<file path="src/rtl/rpl_pkg.sv">
package rpl_pkg;
  typedef enum logic [1:0] {
    K_PASS   = 2'b00,
    K_STORE  = 2'b01,
    K_REPLAY = 2'b10,
    K_SPARE  = 2'b11
  } kind_e;
endpackage

</file>
<file path="src/rtl/rpl_slot_mem.sv">
module rpl_slot_mem #(
  parameter int DEPTH = 64,
  parameter int EW    = 53,
  localparam int IW   = $clog2(DEPTH)
) (
  input  logic          clk,
  input  logic          we,
  input  logic [IW-1:0] waddr,
  input  logic [EW-1:0] wdata,
  input  logic [IW-1:0] raddr,
  output logic [EW-1:0] rdata
);
  logic [EW-1:0] mem [DEPTH];

  always_ff @(posedge clk) begin
    if (we) mem[waddr] <= wdata;
  end

  assign rdata = mem[raddr];
endmodule

</file>
<file path="src/rtl/rpl_seq.sv">
module rpl_seq #(
  parameter int DEPTH = 64,
  parameter int RW    = 8,
  localparam int IW   = $clog2(DEPTH),
  localparam int LW   = IW + 1
) (
  input  logic          clk,
  input  logic          rst_n,
  input  logic          start,
  input  logic [LW-1:0] len,
  input  logic [RW-1:0] reps,
  input  logic [IW-1:0] last_idx,
  input  logic          have,
  input  logic          adv,
  input  logic          abort,
  output logic          busy,
  output logic [IW-1:0] rd_idx
);
  logic          busy_q, busy_d;
  logic [IW-1:0] ptr_q, ptr_d, first_q, first_d;
  logic [RW-1:0] left_q, left_d;
  logic          inf_q, inf_d;
  logic [LW-1:0] avail, eff;

  // number of slots that a replay may reach back over
  assign avail = have ? ({1'b0, last_idx} + LW'(1)) : '0;
  assign eff   = (len > avail) ? avail : len;

  always_comb begin
    busy_d  = busy_q;
    ptr_d   = ptr_q;
    first_d = first_q;
    left_d  = left_q;
    inf_d   = inf_q;
    if (abort) begin
      busy_d = 1'b0;
    end else if (start) begin
      busy_d  = (eff != '0);
      first_d = last_idx - eff[IW-1:0] + IW'(1);
      ptr_d   = last_idx - eff[IW-1:0] + IW'(1);
      left_d  = reps;
      inf_d   = (reps == '0);
    end else if (busy_q && adv) begin
      if (ptr_q == last_idx) begin
        ptr_d = first_q;
        if (!inf_q) begin
          if (left_q == RW'(1)) busy_d = 1'b0;
          else                  left_d = left_q - RW'(1);
        end
      end else begin
        ptr_d = ptr_q + IW'(1);
      end
    end
  end

  always_ff @(posedge clk or negedge rst_n) begin
    if (!rst_n) begin
      busy_q  <= 1'b0;
      ptr_q   <= '0;
      first_q <= '0;
      left_q  <= '0;
      inf_q   <= 1'b0;
    end else begin
      busy_q  <= busy_d;
      ptr_q   <= ptr_d;
      first_q <= first_d;
      left_q  <= left_d;
      inf_q   <= inf_d;
    end
  end

  assign busy   = busy_q;
  assign rd_idx = ptr_q;

  AST_ABORT_ENDS: assert property (@(posedge clk) disable iff (!rst_n)
    abort |=> !busy_q);
  AST_PTR_WINDOW: assert property (@(posedge clk) disable iff (!rst_n)
    busy_q |-> (ptr_q <= last_idx) && (ptr_q >= first_q));
endmodule

</file>
<file path="src/rtl/rpl_preproc.sv">
module rpl_preproc
  import rpl_pkg::*;
#(
  parameter int DEPTH = 64,
  parameter int VW    = 32,
  parameter int CW    = 16,
  parameter int OPW   = 4,
  parameter int RW    = 8,
  localparam int IW   = $clog2(DEPTH),
  localparam int LW   = IW + 1,
  localparam int EW   = OPW + 1 + CW + VW
) (
  input  logic           clk,
  input  logic           rst_n,
  input  logic           abort,
  input  logic           in_valid,
  output logic           in_ready,
  input  logic [1:0]     in_kind,
  input  logic [IW-1:0]  in_slot,
  input  logic [OPW-1:0] in_op,
  input  logic           in_strobe,
  input  logic [CW-1:0]  in_count,
  input  logic [VW-1:0]  in_value,
  input  logic [LW-1:0]  in_rep_len,
  input  logic [RW-1:0]  in_rep_count,
  output logic           out_valid,
  input  logic           out_ready,
  output logic [OPW-1:0] out_op,
  output logic           out_strobe,
  output logic [CW-1:0]  out_count,
  output logic [VW-1:0]  out_value
);
  logic [EW-1:0] in_elem, rd_elem, out_q, out_d;
  logic          ov_q, ov_d;
  logic [IW-1:0] last_q, last_d, rd_idx;
  logic          have_q, have_d;
  logic          busy, load, accept, is_store, is_replay, adv;

  assign in_elem   = {in_op, in_strobe, in_count, in_value};
  assign load      = !ov_q || out_ready;
  assign in_ready  = !busy && load;
  assign accept    = in_valid && in_ready;
  assign is_store  = (kind_e'(in_kind) == K_STORE);
  assign is_replay = (kind_e'(in_kind) == K_REPLAY);
  assign adv       = busy && load && !abort;

  rpl_slot_mem #(.DEPTH(DEPTH), .EW(EW)) u_mem (
    .clk   (clk),
    .we    (accept && is_store),
    .waddr (in_slot),
    .wdata (in_elem),
    .raddr (rd_idx),
    .rdata (rd_elem)
  );

  rpl_seq #(.DEPTH(DEPTH), .RW(RW)) u_seq (
    .clk      (clk),
    .rst_n    (rst_n),
    .start    (accept && is_replay),
    .len      (in_rep_len),
    .reps     (in_rep_count),
    .last_idx (last_q),
    .have     (have_q),
    .adv      (adv),
    .abort    (abort),
    .busy     (busy),
    .rd_idx   (rd_idx)
  );

  always_comb begin
    out_d  = out_q;
    ov_d   = ov_q;
    last_d = last_q;
    have_d = have_q;
    if (load) ov_d = 1'b0;
    if (adv) begin
      out_d = rd_elem;
      ov_d  = 1'b1;
    end else if (accept && !is_replay) begin
      out_d = in_elem;
      ov_d  = 1'b1;
    end
    if (accept && is_store) begin
      last_d = in_slot;
      have_d = 1'b1;
    end
  end

  always_ff @(posedge clk or negedge rst_n) begin
    if (!rst_n) begin
      out_q  <= '0;
      ov_q   <= 1'b0;
      last_q <= '0;
      have_q <= 1'b0;
    end else begin
      out_q  <= out_d;
      ov_q   <= ov_d;
      last_q <= last_d;
      have_q <= have_d;
    end
  end

  assign out_valid = ov_q;
  assign {out_op, out_strobe, out_count, out_value} = out_q;

  AST_HOLD_STALL: assert property (@(posedge clk) disable iff (!rst_n)
    (out_valid && !out_ready) |=> (out_valid && $stable(out_q)));
  AST_FWD_NEXT: assert property (@(posedge clk) disable iff (!rst_n)
    (accept && !is_replay) |=> (out_valid && out_q == $past(in_elem)));
  AST_REPLAY_ARMS: assert property (@(posedge clk) disable iff (!rst_n)
    (accept && is_replay && have_q && in_rep_len != '0 && !abort) |=> !in_ready);
endmodule

</file>
<file path="config.mk">
export PLATFORM = sky130hd
export DESIGN_NAME = rpl_preproc
export DESIGN_NICKNAME = d
export VERILOG_FILES = /design/src/rtl/rpl_pkg.sv /design/src/rtl/rpl_slot_mem.sv /design/src/rtl/rpl_seq.sv /design/src/rtl/rpl_preproc.sv
export SDC_FILE = /design/constraint.sdc
export NUM_CORES = 2
export LEC_CHECK = 0
export BUFFER_PORTS_ARGS = -buffer_cell sky130_fd_sc_hd__buf_2
export CAP_MARGIN = 15
export CORE_MARGIN = 2
export CORE_UTILIZATION = 35
export CTS_CLUSTER_SIZE = 12
export DETAILED_ROUTE_END_ITERATION = 7
export PLACE_DENSITY = 0.6
export SYNTH_ARGS = -nofsm -noshare
export SYNTH_HDL_FRONTEND = slang
export SYNTH_HIERARCHICAL = 1
export SYNTH_SLANG_ARGS = --single-unit
</file>
<file path="constraint.sdc">
create_clock -name clk -period 5.7 [get_ports clk]
set_clock_uncertainty 0.15 [all_clocks]
set_input_delay 0.57 -clock clk [delete_from_list [all_inputs] [get_ports clk]]
set_output_delay 0.57 -clock clk [all_outputs]
set_load 0.005 [all_outputs]
</file>
==> flow_metrics.py <==
metrics = {
    "setup_path": {
        "worstSetupPathType": "flip-flop to flip-flop",
        "path_max_fanout": 12,
        "cp-start-kind": "flip-flop",
        "cp-end-kind": "flip-flop",
        "cp_data_required_time_ps": 6290,
        "crit_arrival_ps": 5090,
    },
    "finish": {
        "final_nets": 6602,
        "multiInputGateArea_um2": 28100,
        "layout_commonest_cell": "edfxtp_1",
        "nFillCells": 33100,
        "final_area_um2": 153000,
        "area_delta_synth_final_pct": 14.7,
        "layout-drive-gt1-share_pct": 27.4,
        "register_area_um2": 104000,
        "most-common-layout-cells": "edfxtp_1, mux4_2, clkbuf_16",
    },
    "power": {
        "p_switching_w": 0.0202,
        "power_density_nw_per_um2": 444,
        "p_clk_share_pct": 31.3,
        "peakVddDrop_mv": 0.312,
        "leakage_nw": 47.6,
        "switching_share_pct": 29.7,
        "power_frac_comb_pct": 26.4,
        "p_int_w": 0.0479,
        "p_seq_share_pct": 42.4,
    },
    "sta": {
        "finalSetupViolCount": 0,
        "hold_viol": 0,
        "fin_hold_ws_ps": 50.1,
        "rsz0062_at_grt": "false",
        "fin_crit_ps": 4500,
        "fmax_mhz": 222,
        "tightestPinTransition_ps": 1210,
        "period_share_pct": 78.9,
        "slew_violations": 0,
        "relSlewSlack_pct": 18.9,
        "setup_tns_ps": 0,
    },
    "detailed_routing": {
        "drcViolationCount": 0,
        "wl_um": 373000,
        "num_vias": 67000,
        "routedWlPerCell_um": 31.8,
        "first_pass_iters": 6,
        "initialDrtViolationCount": 7738,
        "ant_nets": 0,
        "vias_per_cell": 5.70,
    },
    "yosys": {
        "postSynthNetCount": 6145,
        "synth_cells": 6043,
        "yosysWarnings": 6,
        "synth_cell_types": 68,
        "synthArstFlopShare_pct": 2.39,
        "ys_ff_latch": 3475,
        "synth_area_per_cell_um2": 22.1,
        "synth_edf_count": 3392,
        "ys_seq_area_share_pct": 77.8,
        "synth_top_flop_cell": "edfxtp_1",
        "synth_area_um2": 134000,
    },
    "global_route": {
        "overflow": 0,
        "antenna_found_initial": 19,
        "grt_pass1_wl_um": 521000,
        "grt_max_degree": 119,
        "grt_pass1_vias": 67400,
        "grt_usage_pct": 18.8,
    },
    "die": {
        "die_w_um": 622,
        "rows": 226,
        "core_area_um2": 379000,
        "initial_core_util_pct": 35.2,
        "pin_count": 136,
        "die_h_um": 622,
        "dieArea_um2": 386000,
    },
    "clock_tree": {
        "cts_resized": 0,
        "post_cts_buffers": 0,
        "path_clk_slew_ps": 60,
        "htreeDepth": 5,
        "cts_tree": "built",
        "ctsLongestPathBuffers": 4,
        "cts_buffers": 356,
        "cts-root-buf": "clkbuf_16",
        "clk_latency_ps": 900,
        "cts_sinks": 3475,
    },
    "place": {
        "gp_routability_congestion": 0.814,
        "dpl_cell_area_um2": 142000,
        "post-dp-hpwl_um": 213000,
        "io_buffer_count": 135,
    },
    "min_path": {
        "min_path_type": "input pin to flip-flop",
    },
    "flow_run": {
        "max_cap_violations": 0,
    },
    "outcome": {
        "outcome": "completed",
    },
}
-- routing by layer --
metal | vias to the layer above | routed length [um] | track usage [%]
li1 | 26700 | - | -
met1 | 36600 | 147000 | 25.2
met2 | 3143 | 179000 | 30.6
met3 | 624 | 29800 | 3.30
met4 | 8 | 17200 | 7.80
met5 | - | 50 | 0
-- synth_stat cells (all sizes together) (2+ instances only) --
master  number  area share [%]
nand2       54            0.16
buf        199            0.91
or2          9           0.042
nor2       122            0.34
and3        14           0.067
xor2        12           0.079
o22a        32            0.21
ha          20            0.19
edfxtp    3392              76
or2b         2           0.011
o22ai      185            0.87
a21o         2           0.011
nand3       25           0.094
a21oi       97            0.36
or3b         2           0.013
a22o        20            0.13
a22oi       39            0.22
nor4        46            0.23
mux2        58            0.49
xnor2        6           0.039
nand4       57            0.27
or3          5           0.023
mux2i      141             1.1
and2         6           0.029
nor2b       27            0.13
clkbuf     169            0.48
mux4       806              14
nor4b        2           0.029
nor3b        3           0.017
o21a        12           0.067
a221oi      43            0.28
o31ai        2           0.011
a21boi       2           0.011
o221ai     120            0.79
nor3         8           0.037
o31a         2           0.013
dfrtp       83             1.6
a211oi      15           0.088
nand2b      20           0.094
nand3b       7           0.039
o21ai       96            0.36
inv         69            0.19
-- through the flow --
step           cells  utilization [%]  total power, W  worst slack, ps
6_report       11800             40.4          0.0681             1200
5_1_grt        11700             40.4          0.0703              802
4_1_cts        11700             40.2          0.0686             1220
3_5_place_dp   11100             37.5          0.0473             1180
3_3_place_gp   11100             37.5          0.0473             1150
2_1_floorplan   6043                -          0.0405             1060
-- worst max-delay path, cell delays in order (launching register included) --
cell	delay, ps
dfrtp_1	450
ha_1	280
and3_2	220
xnor2_1	120
nand2b_1	170
ha_1	320
nand4_1	150
a21oi_1	230
o22ai_1	120
buf_4	180
o21ai_0	220
ha_1	270
inv_1	70
ha_1	170
inv_1	70
fa_1	400
inv_1	70
a21o_1	110
a21oi_1	70
xnor2_1	150
xnor2_1	230
o21ai_0	110
-- path summary, 6_finish.rpt --
check,from,to,slack [ps],cells past startpoint
worst max-delay path,last_q[0],u_seq/first_q[5],1200,21
worst min-delay path,in_op[1],u_mem/mem[16][50],50,1
worst max register to register,last_q[0],u_seq/first_q[5],1200,21
worst min register to register,u_seq/first_q[1],u_seq/first_q[1],350,2
max in group asynchronous,rst_n,out_q[35],4000,3
min in group asynchronous,rst_n,out_q[32],280,2
-- registers in the layout (all words and copies together), names as in the netlist --
register,count
u_seq/first_q,6
u_mem/mem,3392
out_valid,1
u_seq/busy,1
last_q,6
u_seq/left_q,8
have_q,1
out_q,53
u_seq/rd_idx,6
u_seq/inf_q,1
-- power groups by stage --
stage	sequential, W	clock [W]	combinational, W
floorplan	0.0289	0	0.0116
global route	0.0288	0.0226	0.0188
CTS	0.0289	0.0217	0.0180
finish	0.0288	0.0213	0.0180
detailed placement	0.0294	0	0.0180
global placement	0.0294	0	0.0179
-- layout make-up --
cell class                      count  share of cell area [%]
Inverter                           69                   0.169
Sequential cell                  3475                    67.9
Clock buffer                      501                    6.36
Antenna cell                        7                  0.0114
Timing Repair Buffer              467                    2.77
Tap cell                         5016                    4.10
Multi-Input combinational cell   2131                    18.3
Clock inverter                     87                   0.394
-- cells by family (layout without fill, tap and decap cells) --
family / count (synthesis) / count (layout) / share of synthesized area, %
mux: 1005 / 1005 / 15.1
xor+xnor: 18 / 18 / 0.118
fa+ha+maj: 21 / 21 / 0.202
compound gates: 676 / 676 / 3.48
simple gates: 411 / 411 / 1.63
other cells: 0 / 7 / 0
buf+inv: 437 / 1124 / 1.58
flops: 3475 / 3475 / 77.8
-- what timing repair did --
item                                    CTS  global route
hold endpoints to repair                 72           197
hold buffers                             10            16
endpoints found under the setup margin    0             0
Note: power is estimated with default switching activity, not from simulation.
